## src/rtl/tal_pkg.sv

```systemverilog
// Package: shared types for the terminal address guard.
// Assumes nothing beyond IEEE 1800-2017 enum support.
package tal_pkg;

    // How the holding register treats the synchronized pins this cycle.
    typedef enum logic [1:0] {
        SRC_OPEN    = 2'd0,   // latch control low: follow the pins
        SRC_CAPTURE = 2'd1,   // rising edge seen: take the pins once
        SRC_HOLD    = 2'd2    // latch control high after the edge: keep value
    } src_mode_t;

endpackage

```

## src/rtl/tal_sync.sv

```systemverilog
// Module: tal_sync
// Multi-stage flop synchronizer for a bus of quasi-static strap inputs.
// Assumes the bits change rarely. A bus that changes between samples may
// show a mixed value for one cycle, which is acceptable for straps.
module tal_sync #(
    parameter int W      = 7,
    parameter int STAGES = 2
) (
    input  logic         clk,
    input  logic         rst_n,
    input  logic [W-1:0] d,
    output logic [W-1:0] q
);

    logic [W-1:0] pipe [STAGES];

    // Shift the raw inputs through the synchronizer chain.
    always_ff @(posedge clk) begin
        if (!rst_n) begin
            for (int i = 0; i < STAGES; i++) pipe[i] <= '0;
        end else begin
            pipe[0] <= d;
            for (int i = 1; i < STAGES; i++) pipe[i] <= pipe[i-1];
        end
    end

    assign q = pipe[STAGES-1];

endmodule

```

## src/rtl/tal_addr_hold.sv

```systemverilog
// Module: tal_addr_hold
// Holding register for the terminal address and its parity bit.
// Assumes the caller supplies synchronized pins and a mode decided from the
// synchronized latch-control level and its previous value.
module tal_addr_hold
    import tal_pkg::*;
#(
    parameter int ADDR_W = 5
) (
    input  logic              clk,
    input  logic              rst_n,
    input  src_mode_t         mode,
    input  logic [ADDR_W-1:0] addr_s,
    input  logic              par_s,
    output logic [ADDR_W-1:0] addr_q,
    output logic              par_q
);

    // Load from the pins when open or capturing; keep the value when holding.
    always_ff @(posedge clk) begin
        if (!rst_n) begin
            addr_q <= '0;
            par_q  <= 1'b0;
        end else if (mode != SRC_HOLD) begin
            addr_q <= addr_s;
            par_q  <= par_s;
        end
    end

endmodule

```

## src/rtl/tal_cmd_qual.sv

```systemverilog
// Module: tal_cmd_qual
// Screens strobed command words against the held terminal address.
// Assumes cmd_stb is synchronous to clk and high for one cycle per word.
// The address field sits at FIELD_LSB upward, ADDR_W bits wide.
module tal_cmd_qual #(
    parameter int ADDR_W    = 5,
    parameter int WORD_W    = 16,
    parameter int FIELD_LSB = 11
) (
    input  logic              clk,
    input  logic              rst_n,
    input  logic              cmd_stb,
    input  logic [WORD_W-1:0] cmd_word,
    input  logic              bcast_en,
    input  logic [ADDR_W-1:0] own_addr,
    input  logic              own_ok,
    output logic              for_me,
    output logic              bcast
);

    localparam logic [ADDR_W-1:0] BCAST_ADDR = {ADDR_W{1'b1}};

    logic [ADDR_W-1:0] field;
    logic              is_bcast;
    logic              is_own;

    // Decode the address field of the presented word.
    always_comb begin
        field    = cmd_word[FIELD_LSB +: ADDR_W];
        is_bcast = bcast_en && (field == BCAST_ADDR);
        is_own   = !is_bcast && own_ok && (field == own_addr);
    end

    // Register one pulse per strobe; broadcast ignores parity state.
    always_ff @(posedge clk) begin
        if (!rst_n) begin
            for_me <= 1'b0;
            bcast  <= 1'b0;
        end else begin
            for_me <= cmd_stb && is_own;
            bcast  <= cmd_stb && is_bcast;
        end
    end

endmodule

```

## src/rtl/rt_addr_guard.sv

```systemverilog
// Module: rt_addr_guard (top)
// Terminal address latch and validator: synchronizes the address straps,
// holds them hardwired or edge-latched, checks odd parity and qualifies
// command words. Assumes strap pins are asynchronous and that the command
// strobe and word are already synchronous to clk.
module rt_addr_guard
    import tal_pkg::*;
#(
    parameter int ADDR_W      = 5,
    parameter int WORD_W      = 16,
    parameter int FIELD_LSB   = 11,
    parameter int SYNC_STAGES = 2
) (
    input  logic              clk,
    input  logic              rst_n,
    input  logic [ADDR_W-1:0] rt_addr_pins,
    input  logic              rt_par_pin,
    input  logic              addr_latch_pin,
    input  logic              cmd_stb,
    input  logic [WORD_W-1:0] cmd_word,
    input  logic              bcast_en,
    output logic              parity_ok,
    output logic [ADDR_W-1:0] addr_q,
    output logic              cmd_for_me,
    output logic              cmd_bcast
);

    localparam int PIN_W = ADDR_W + 2;

    logic [PIN_W-1:0]  pins_s;
    logic [ADDR_W-1:0] addr_s;
    logic              par_s;
    logic              lat_s;
    logic              lat_prev;
    logic              par_q;
    src_mode_t         mode;

    tal_sync #(.W(PIN_W), .STAGES(SYNC_STAGES)) u_sync (
        .clk   (clk),
        .rst_n (rst_n),
        .d     ({addr_latch_pin, rt_par_pin, rt_addr_pins}),
        .q     (pins_s)
    );

    assign addr_s = pins_s[ADDR_W-1:0];
    assign par_s  = pins_s[ADDR_W];
    assign lat_s  = pins_s[ADDR_W+1];

    // Remember the previous synchronized latch level for edge detection.
    always_ff @(posedge clk) begin
        if (!rst_n) lat_prev <= 1'b0;
        else        lat_prev <= lat_s;
    end

    // Pick the address source from the latch level and its edge.
    always_comb begin
        if (!lat_s)        mode = SRC_OPEN;
        else if (!lat_prev) mode = SRC_CAPTURE;
        else               mode = SRC_HOLD;
    end

    tal_addr_hold #(.ADDR_W(ADDR_W)) u_hold (
        .clk    (clk),
        .rst_n  (rst_n),
        .mode   (mode),
        .addr_s (addr_s),
        .par_s  (par_s),
        .addr_q (addr_q),
        .par_q  (par_q)
    );

    // Odd parity over the held address and parity bit means valid.
    assign parity_ok = ^{addr_q, par_q};

    tal_cmd_qual #(
        .ADDR_W    (ADDR_W),
        .WORD_W    (WORD_W),
        .FIELD_LSB (FIELD_LSB)
    ) u_qual (
        .clk      (clk),
        .rst_n    (rst_n),
        .cmd_stb  (cmd_stb),
        .cmd_word (cmd_word),
        .bcast_en (bcast_en),
        .own_addr (addr_q),
        .own_ok   (parity_ok),
        .for_me   (cmd_for_me),
        .bcast    (cmd_bcast)
    );

endmodule

```

## config.mk

```make
export PLATFORM = sky130hd
export DESIGN_NAME = rt_addr_guard
export DESIGN_NICKNAME = d
export VERILOG_FILES = /design/src/rtl/tal_pkg.sv /design/src/rtl/tal_sync.sv /design/src/rtl/tal_addr_hold.sv /design/src/rtl/tal_cmd_qual.sv /design/src/rtl/rt_addr_guard.sv
export SDC_FILE = /design/constraint.sdc
export NUM_CORES = 1
export LEC_CHECK = 0
export BUFFER_PORTS_ARGS = -buffer_cell sky130_fd_sc_hd__buf_2
export CORE_ASPECT_RATIO = 1.4
export CORE_MARGIN = 2
export CORE_UTILIZATION = 30
export DETAILED_ROUTE_END_ITERATION = 10
export GPL_ROUTABILITY_DRIVEN = 0
export GPL_TIMING_DRIVEN = 0
export SETUP_SLACK_MARGIN = 0.2
export SYNTH_ARGS = -nofsm -noshare
export SYNTH_HDL_FRONTEND = slang
export SYNTH_SLANG_ARGS = --single-unit
```

## constraint.sdc

```tcl
create_clock -name clk -period 3.9 [get_ports clk]
set_input_delay 0.78 -clock clk [delete_from_list [all_inputs] [get_ports clk]]
set_output_delay 0.78 -clock clk [all_outputs]
set_load 0.02 [all_outputs]
```

Word level (Yosys, flattened, before mapping)
Memories as Yosys holds them, arrays and structs flattened.
Index checks and enable logic that the tools add are counted.
{"block": "totals", "ff_bits": 9, "ram_bits": 14, "in_bits": 27, "out_inout_bits": 8, "elab_cells": 24, "memories": 1}
{"block": "op_classes", "eq_ne": 3, "mux": 6, "bitwise": 2, "reduce_logical": 7}
{"name": "u_sync.pipe", "words": 2, "width": 7, "read_ports": 2, "rd_clocked_by_memory_dff": 0, "wr": 2, "line_no": "tal_sync.sv:15", "rtl": "logic [W-1:0] pipe [STAGES];"}
{"cell": "two-way mux 7 bit", "count": 2}
{"cell": "parity 6 bit", "count": 1}
{"cell": "== test 5 bit", "count": 1}
{"cell": "== test 5 bit (second input constant)", "count": 1}
{"cell": "logical AND 1 bit", "count": 5}
{"cell": "two-way mux 2 bit", "count": 2}
{"cell": "two-way mux 1 bit", "count": 2}
{"cell": "inequality test 2 bit (second input constant)", "count": 1}
{"cell": "bitwise OR 1 bit", "count": 2}
{"cell": "logical NOT 1 bit", "count": 1}

Logic depth before layout (Yosys ltp)
Gate-level depths: netlist of run 1.
{"block": "depth", "depth_word": 6, "ltp_mapped": 4, "ltp_nobuf": 3}

By module
Synthesis of run 1 repeated with hierarchy kept, for this count alone.
{"block": "unflattened", "cells_unflattened": 85, "area_unflattened_um2": 925.9}
{"module": "tal_sync", "n_inst": 1, "cells_each": 36, "area_each_um2": 444.2, "seq_area_each_um2": 280.3}
{"module": "tal_addr_hold", "n_inst": 1, "cells_each": 27, "area_each_um2": 257.7, "seq_area_each_um2": 120.1}
{"module": "tal_cmd_qual", "n_inst": 1, "cells_each": 14, "area_each_um2": 128.9, "seq_area_each_um2": 40.0}
{"module": "rt_addr_guard", "n_inst": 1, "cells_each": 8, "area_each_um2": 95.1, "seq_area_each_um2": 20.0}

Least setup slack after synthesis of run 1
Ideal clock, no wire load.
{"block": "synth_path", "kind": "flip-flop to output port", "from": "register u_hold.addr_q[4]", "to": "output port parity_ok", "arrival_ns": 1.225, "required_time_ns": 3.120, "setup_slack_ns": 1.895, "path_stages_with_launch": 4, "cell_sequence": "dfxtp_1 > xor2_1 > xnor3_1 > inv_1"}
{"block": "synth_between", "elab_chain_cells": 1}
{"item": "start: declaration", "line_no": "tal_addr_hold.sv:15", "rtl": "output logic [ADDR_W-1:0] addr_q,"}
{"item": "start signal: assignment", "line_no": "tal_addr_hold.sv:25", "rtl": "addr_q <= addr_s;"}
{"item": "parity 6 bit", "line_no": "rt_addr_guard.sv:73", "rtl": "assign parity_ok = ^{addr_q, par_q};"}
{"item": "end: declaration", "line_no": "rt_addr_guard.sv:22", "rtl": "output logic parity_ok,"}
No other way between the ends.

Worst setup path after layout of run 1
Ends and elaborated chain as after synthesis.

==> results of run 1 <==
[report_power, final]
part	leakage [nW]	switching, mW	total [mW]	internal, mW
sequential	0.189	0.00381	0.247	0.244
clock	0.0177	0.0631	0.101	0.0381
combinational	0.226	0.0172	0.0365	0.0193
[cells by family after synthesis]
group                  count (synthesis)  share of synthesized area [%]
buffers and inverters                  4                           1.86
XOR/XNOR                               9                           11.5
flip-flops                            23                           57.1
AND/OR/NAND/NOR                       35                           24.0
AO/OA/AOI/OAI                          6                           5.58
[routing by layer]
layer  track usage, %  vias to the layer above  part of all wire (%)
li1                 -                      302                     -
met1             8.42                      253                    40
met2             18.0                       18                    53
met3             3.30                        2                   5.7
met4             4.05                        0                   1.0
met5                0                        -                     0
[area by class of cell]
type / count / area (µm²) / area share, %
buffer: 3 / 11.3 / 1.13
tap: 36 / 45.0 / 4.53
timing repair buffer: 23 / 115 / 11.6
clock inverter: 1 / 5.00 / 0.503
inverter: 1 / 3.75 / 0.377
multi-input combinational: 50 / 332 / 33.3
clock buffer: 3 / 22.5 / 2.26
sequential: 23 / 460 / 46.3
[synthesized netlist by cell type, drive strengths merged]
master  count  area [µm²]
a21boi      6        45.0
and2       15        93.8
and3        1        6.26
clkbuf      3        11.3
dfxtp      23         460
inv         1        3.75
nand2       8        30.0
nand3       7        35.0
nand4       2        12.5
nor2        1        3.75
nor4        1        12.5
xnor2       7        61.3
xnor3       1        22.5
xor2        1        8.76
[worst paths after layout]
kind | start | endpoint | slack, ps
hold / removal | u_sync.pipe[0][1] | u_sync.pipe[0][8] | 440
hold reg to reg | u_sync.pipe[0][1] | u_sync.pipe[0][8] | 440
setup / recovery | u_hold.addr_q[4] | parity_ok | 1580
setup reg to reg | u_hold.addr_q[4] | u_qual.for_me | 2520
[per-stage QoR]
| step | setup slack [ps] | total power, mW | instances | hold WS (ps) |
|---|---|---|---|---|
| after global placement | 1890 | 0.289 | 136 | 416 |
| final | 1580 | 0.385 | 140 | 443 |
| after global routing | 1450 | 0.413 | 140 | 481 |
| after detailed placement | 1890 | 0.290 | 136 | 417 |
| after floorplan | 1890 | 0.275 | 77 | 412 |
| after CTS | 1540 | 0.392 | 140 | 445 |
[state kept, by name, indices dropped and copies added (netlist names)]
signal         cells
lat_prev           1
u_hold.addr_q      5
u_hold.par_q       1
u_qual.bcast       1
u_qual.for_me      1
u_sync.pipe       14
==> results.yml, run 1 <==
status:
  status: "completed"
global_route:
  grt_max_degree: 14
  grt_antenna_before_repair: 0
  grt_pass1_vias: 573
  grt_use_total_pct: 9.59
  grt_pass1_wl_mm: 2.10
  grt-ovfl-total: 0
worst_hold_path:
  hp-class: "flip-flop to flip-flop"
  min_path_cells: 1
clock_network:
  clk_latency_ps: 290
  hold_buffers: 0
  cts_resized: 0
  path_clk_slew_ps: 110
  clockBufferDepth: 2
  clock-root-buffer: "clkbuf_4"
  cts_tree: "built"
  postCtsSetupBuffers: 0
  numClockSinks: 23
  htree_levels: 1
  cts_buffers: 3
floorplanning:
  core_area_mm2: 0.00259
  die_area_mm2: 0.00313
  fp-row-count: 22
  io_pins: 35
  start_util_pct: 31.2
  die_w_um: 47.8
  die_h_um: 65.4
critical_path:
  worstPathCellList: "xor2_1, xnor3_1, inv_1, buf_2"
  cpPeakStageDelay_ps: 440
  end_kind: "output port"
  cp_max_fo: 4
  crit_required_ps: 3120
  cp_data_arrival_time_ps: 1540
  crit_family: "XOR/XNOR gates"
  crit_buf_inv: 2
  reg2reg_depth: 3
  critPathKind: "flip-flop to output port"
  path_depth: 4
  start_kind: "flip-flop"
  cpMaxStageDelayCell: "xnor3_1"
finish:
  final_area_um2: 995
  drive_above_1_share_pct: 26.9
  area_delta_synth_final_pct: 23.3
  final_util_pct: 38.4
  nFillCells: 302
  final_cell_mix: "buf_2, dfxtp_1, and2_1"
  fin_nets: 132
  diodes: 0
sta:
  finalClockSkew_ps: 0.903
  worst_pin_slew_ps: 325
  slew-limit-headroom_pct: 78.4
  fin_crit_ps: 2320
  maxSlewViolCount: 0
  period_share_pct: 59.6
  fmax_mhz: 431
  finalHoldViolations: 0
  setup_viol: 0
  rsz0062_at_grt: "no"
  final.setup.tns_ps: 0
placed_design:
  port_buffers: 23
  post_dp_cell_area_um2: 967
  dpl.hpwl_mm: 1.02
routing:
  drt_pass1_iterations: 3
  drc: 0
  post_drt_wl_per_cell_um: 9.19
  vias_per_cell: 4.11
  routed_wl_mm: 1.29
  drtIter0Drc: 3
  detail-route-antenna-nets: 0
  vias: 575
logic_synthesis:
  synth_area_um2: 807
  synth_cell_types: 14
  synth.yosys.seq_area_share_pct: 57.1
  syn_nets: 104
  synth_seq_cells: 23
  yosys_warnings: 0
  avgSynthCellArea_um2: 10.5
  synthCells: 77
power_and_ir_drop:
  power_density_mw_per_mm2: 387
  max-vdd-ir-drop_v: 0.000207
  p_leak_nw: 0.432
flow_run:
  drv_cap: 0
Note: power is estimated with default switching activity, not from simulation.
==> run 2, diff against run 1 <==
Clock period 3.9 ns to 1.9 ns, I/O delays scaled along.
==> results.yml, run 2 (same netlist as run 1, synthesis figures left out) <==
finish:
  fin_nets: 135
  largest_reg_flops: 14
  area_delta_synth_final_pct: 29.9
  final_cell_mix: "buf_2, dfxtp_1, and2_1"
  drive_above_1_share_pct: 36.4
  diodes: 0
  final_util_pct: 40.5
  reg_top3: "u_sync.pipe (14), u_hold.addr_q (5)"
  final_area_mm2: 0.00105
  nFillCells: 299
  layout_commonest_cell: "buf_2"
  regMostFlops: "u_sync.pipe"
sta:
  maxSlewViolCount: 0
  fin_ws_ps: 93.5
  fin_crit_ps: 1810
  final.setup.tns_ps: 0
  period_share_pct: 95.1
  finalClockSkew_ps: 3.13
  worst_pin_slew_ps: 325
  fmax_mhz: 554
  finalHoldViolations: 0
  setup_viol: 0
  rsz0062_at_grt: "yes"
  slew-limit-headroom_pct: 78.3
placed_design:
  dpl.hpwl_mm: 1.02
  port_buffers: 23
  post-place-ws_ps: 292
  post_dp_cell_area_um2: 967
power_and_ir_drop:
  power_density_mw_per_mm2: 767
  p_leak_nw: 0.453
  max-vdd-ir-drop_v: 0.000428
clock_network:
  clock-root-buffer: "clkbuf_4"
  hold_buffers: 0
  cts_tree: "built"
  cts_buffers: 3
  clk_latency_ps: 300
  htree_levels: 1
  clockBufferDepth: 2
  numClockSinks: 23
  path_clk_slew_ps: 110
critical_path:
  start_kind: "flip-flop"
  end_kind: "output port"
  crit_required_ps: 1520
  cp_max_fo: 4
  cp_data_arrival_time_ps: 1430
  critPathKind: "flip-flop to output port"
floorplanning:
  core_area_mm2: 0.00259
  start_util_pct: 31.2
  fp-row-count: 22
  die_area_mm2: 0.00313
  die_h_um: 65.4
  die_w_um: 47.8
  io_pins: 35
global_route:
  grt_antenna_before_repair: 0
  grt_pass1_wl_mm: 2.10
  grt-ovfl-total: 0
  grt_pass1_vias: 577
  grt_max_degree: 14
  grt_use_total_pct: 9.59
routing:
  drtIter0Drc: 5
  drc: 0
  vias_per_cell: 4.15
  routed_wl_mm: 1.32
  drt_pass1_iterations: 2
  post_drt_wl_per_cell_um: 9.22
  detail-route-antenna-nets: 0
  vias: 593
status:
  status: "completed"
flow_run:
  drv_cap: 0
worst_hold_path:
  hp-class: "primary input to flip-flop"
-- run 2: path summary, 6_finish.rpt --
kind	start	endpoint	slack, ps	cells past startpoint
max	u_hold.addr_q[4]	parity_ok	90	4
min	rt_addr_pins[4]	u_sync.pipe[0][4]	280	2
max reg2reg	u_hold.addr_q[4]	u_qual.for_me	490	4
min reg2reg	u_sync.pipe[0][1]	u_sync.pipe[0][8]	440	1
-- run 2: critical path, cell delays in order (launching register included) --
cell and delay (ps):
dfxtp_4 380, xor2_2 150, xnor3_1 410, inv_1 80, buf_6 110
-- run 2: area by class of cell --
type	count	area (µm²)	share of cell area [%]
clock inverter	1	5.00	0.477
clock buffer	3	22.5	2.15
multi-input combinational	50	347	33.1
tap	36	45.0	4.30
timing repair buffer	26	144	13.7
inverter	1	3.75	0.358
buffer	3	11.3	1.07
sequential	23	470	44.9
-- run 2: timing repair --
item | CTS | global route
resized for setup | 8 | 3
endpoints found under the setup margin | 1 | 1
pin swaps | 2 | 2
buffers inserted | 3 | 0
-- run 2: layer usage --
metal	vias up	part of all wire, %	global-route usage (%)
met5	-	0	0
met4	0	0.99	4.05
met3	2	5.8	3.30
met2	22	53	18.0
met1	263	40	8.42
li1	306	-	-
-- run 2: where the power goes --
part / switching [mW] / internal [mW] / leakage, nW / total (mW)
Clock: 0.130 / 0.0783 / 0.0177 / 0.209
Sequential: 0.00784 / 0.499 / 0.192 / 0.507
Combinational: 0.0381 / 0.0497 / 0.244 / 0.0878
Total: 0.176 / 0.627 / 0.453 / 0.804
-- run 2: through the flow --
| stage | cells | hold WS [ps] | power, mW |
|---|---|---|---|
| after floorplan | 77 | 412 | 0.564 |
| after global placement | 136 | 416 | 0.593 |
| after detailed placement | 136 | 417 | 0.595 |
| after CTS | 143 | 262 | 0.818 |
| after global routing | 143 | 249 | 0.861 |
| final | 143 | 275 | 0.804 |
==> run 3, diff against run 2 <==
Clock period 1.9 ns to 2.2 ns, I/O delays scaled along.
==> results.yml, run 3 (same netlist as run 1, synthesis figures left out) <==
critical_path:
  crit_start: "u_hold.addr_q[2]"
  timing.rr.start: "u_hold.addr_q[2]"
  end_kind: "output port"
  start_kind: "flip-flop"
  critPathKind: "flip-flop to output port"
  cp_max_fo: 4
  crit_required_ps: 1760
  cp_data_arrival_time_ps: 1460
global_route:
  grt_max_degree: 14
  grt-ovfl-total: 0
  grt_use_total_pct: 9.59
  grt_pass1_vias: 573
  grt_pass1_wl_mm: 2.10
  grt_antenna_before_repair: 0
floorplanning:
  start_util_pct: 31.2
  io_pins: 35
  core_area_mm2: 0.00259
  die_w_um: 47.8
  fp-row-count: 22
  die_area_mm2: 0.00313
  die_h_um: 65.4
sta:
  fin_crit_ps: 1900
  period_share_pct: 86.6
  rsz0062_at_grt: "no"
  final.setup.tns_ps: 0
  slew-limit-headroom_pct: 78.4
  maxSlewViolCount: 0
  fmax_mhz: 525
  fin_ws_ps: 295
  setup_viol: 0
  finalClockSkew_ps: 2.62
  finalHoldViolations: 0
  worst_pin_slew_ps: 325
  holdWs_ps: 336
power_and_ir_drop:
  comb_power_share_pct: 10.0
  p_switching_uw: 151
  p_clk_share_pct: 26.2
  power_density_mw_per_mm2: 669
  max-vdd-ir-drop_v: 0.000370
  power.internal_uw: 536
  seqPwrFrac_pct: 63.8
  swShare_pct: 22.0
  p_leak_nw: 0.441
finish:
  layout_commonest_cell: "buf_2"
  largest_reg_flops: 14
  drive_above_1_share_pct: 33.3
  final_area_mm2: 0.00103
  regMostFlops: "u_sync.pipe"
  final_util_pct: 39.7
  nFillCells: 306
  multi_input_comb_area_um2: 347
  fin_nets: 133
  reg_top3: "u_sync.pipe (14), u_hold.addr_q (5)"
  final_cell_mix: "buf_2, dfxtp_1, and2_1"
  diodes: 0
  seq_area_um2: 468
  area_delta_synth_final_pct: 27.3
clock_network:
  htree_levels: 1
  clk_latency_ps: 290
  path_clk_slew_ps: 110
  numClockSinks: 23
  hold_buffers: 0
  clock-root-buffer: "clkbuf_4"
  clockBufferDepth: 2
  cts_buffers: 3
  cts_tree: "built"
placed_design:
  post-place-ws_ps: 532
  dpl.hpwl_mm: 1.02
  port_buffers: 23
  post_dp_cell_area_um2: 967
routing:
  vias_per_cell: 4.14
  drc: 0
  routed_wl_mm: 1.32
  drtIter0Drc: 3
  post_drt_wl_per_cell_um: 9.35
  vias: 584
  drt_pass1_iterations: 2
  detail-route-antenna-nets: 0
flow_run:
  drv_cap: 0
worst_hold_path:
  hp-class: "primary input to flip-flop"
  worstHoldStart: "rt_addr_pins[4]"
status:
  status: "completed"
run 3: worst max-delay path, cell delays in order (launching register included):
cell and delay (ps):
dfxtp_1 450, xnor2_2 160, xnor3_1 360, inv_1 70
buf_4 130
run 3: repair_timing:
item                                    4_1_cts  5_1_grt
gates resized for setup                       1        7
endpoints found under the setup margin        1        1
pin swaps                                     0        1
gates cloned                                  0        0
setup buffers                                 0        1
run 3: layout make-up:
class,instances,area share [%]
inverter,1,0.365
tap,36,4.38
buffer,3,1.10
clock inverter,1,0.487
clock buffer,3,2.19
sequential,23,45.6
multi-input combinational,50,33.7
timing repair buffer,24,12.2
run 3: power by group through the flow:
stage	logic, mW	registers (mW)	clock network (mW)
floorplan	0.0368	0.450	0
global placement	0.0643	0.448	0
detailed placement	0.0658	0.448	0
CTS	0.0662	0.439	0.190
global route	0.0757	0.441	0.220
finish	0.0689	0.438	0.180
run 3: final timing paths:
check / cells past startpoint / endpoint / slack [ps]
max: 4 / parity_ok / 300
max reg2reg: 3 / u_qual.for_me / 880
min: 2 / u_sync.pipe[0][4] / 340
min reg2reg: 1 / u_sync.pipe[0][8] / 440
run 3: metal layers:
metal | track usage (%) | up-vias | part of all wire [%]
li1 | - | 303 | -
met1 | 8.42 | 259 | 41
met3 | 3.30 | 2 | 5.6
met5 | 0 | - | 0
met2 | 18.0 | 20 | 53
met4 | 4.05 | 0 | 0.99
run 3: metrics by stage:
step / instances / power, mW
after detailed placement: 136 / 0.514
after CTS: 140 / 0.695
after global placement: 136 / 0.512
after global routing: 141 / 0.736
after floorplan: 77 / 0.487
final: 141 / 0.687
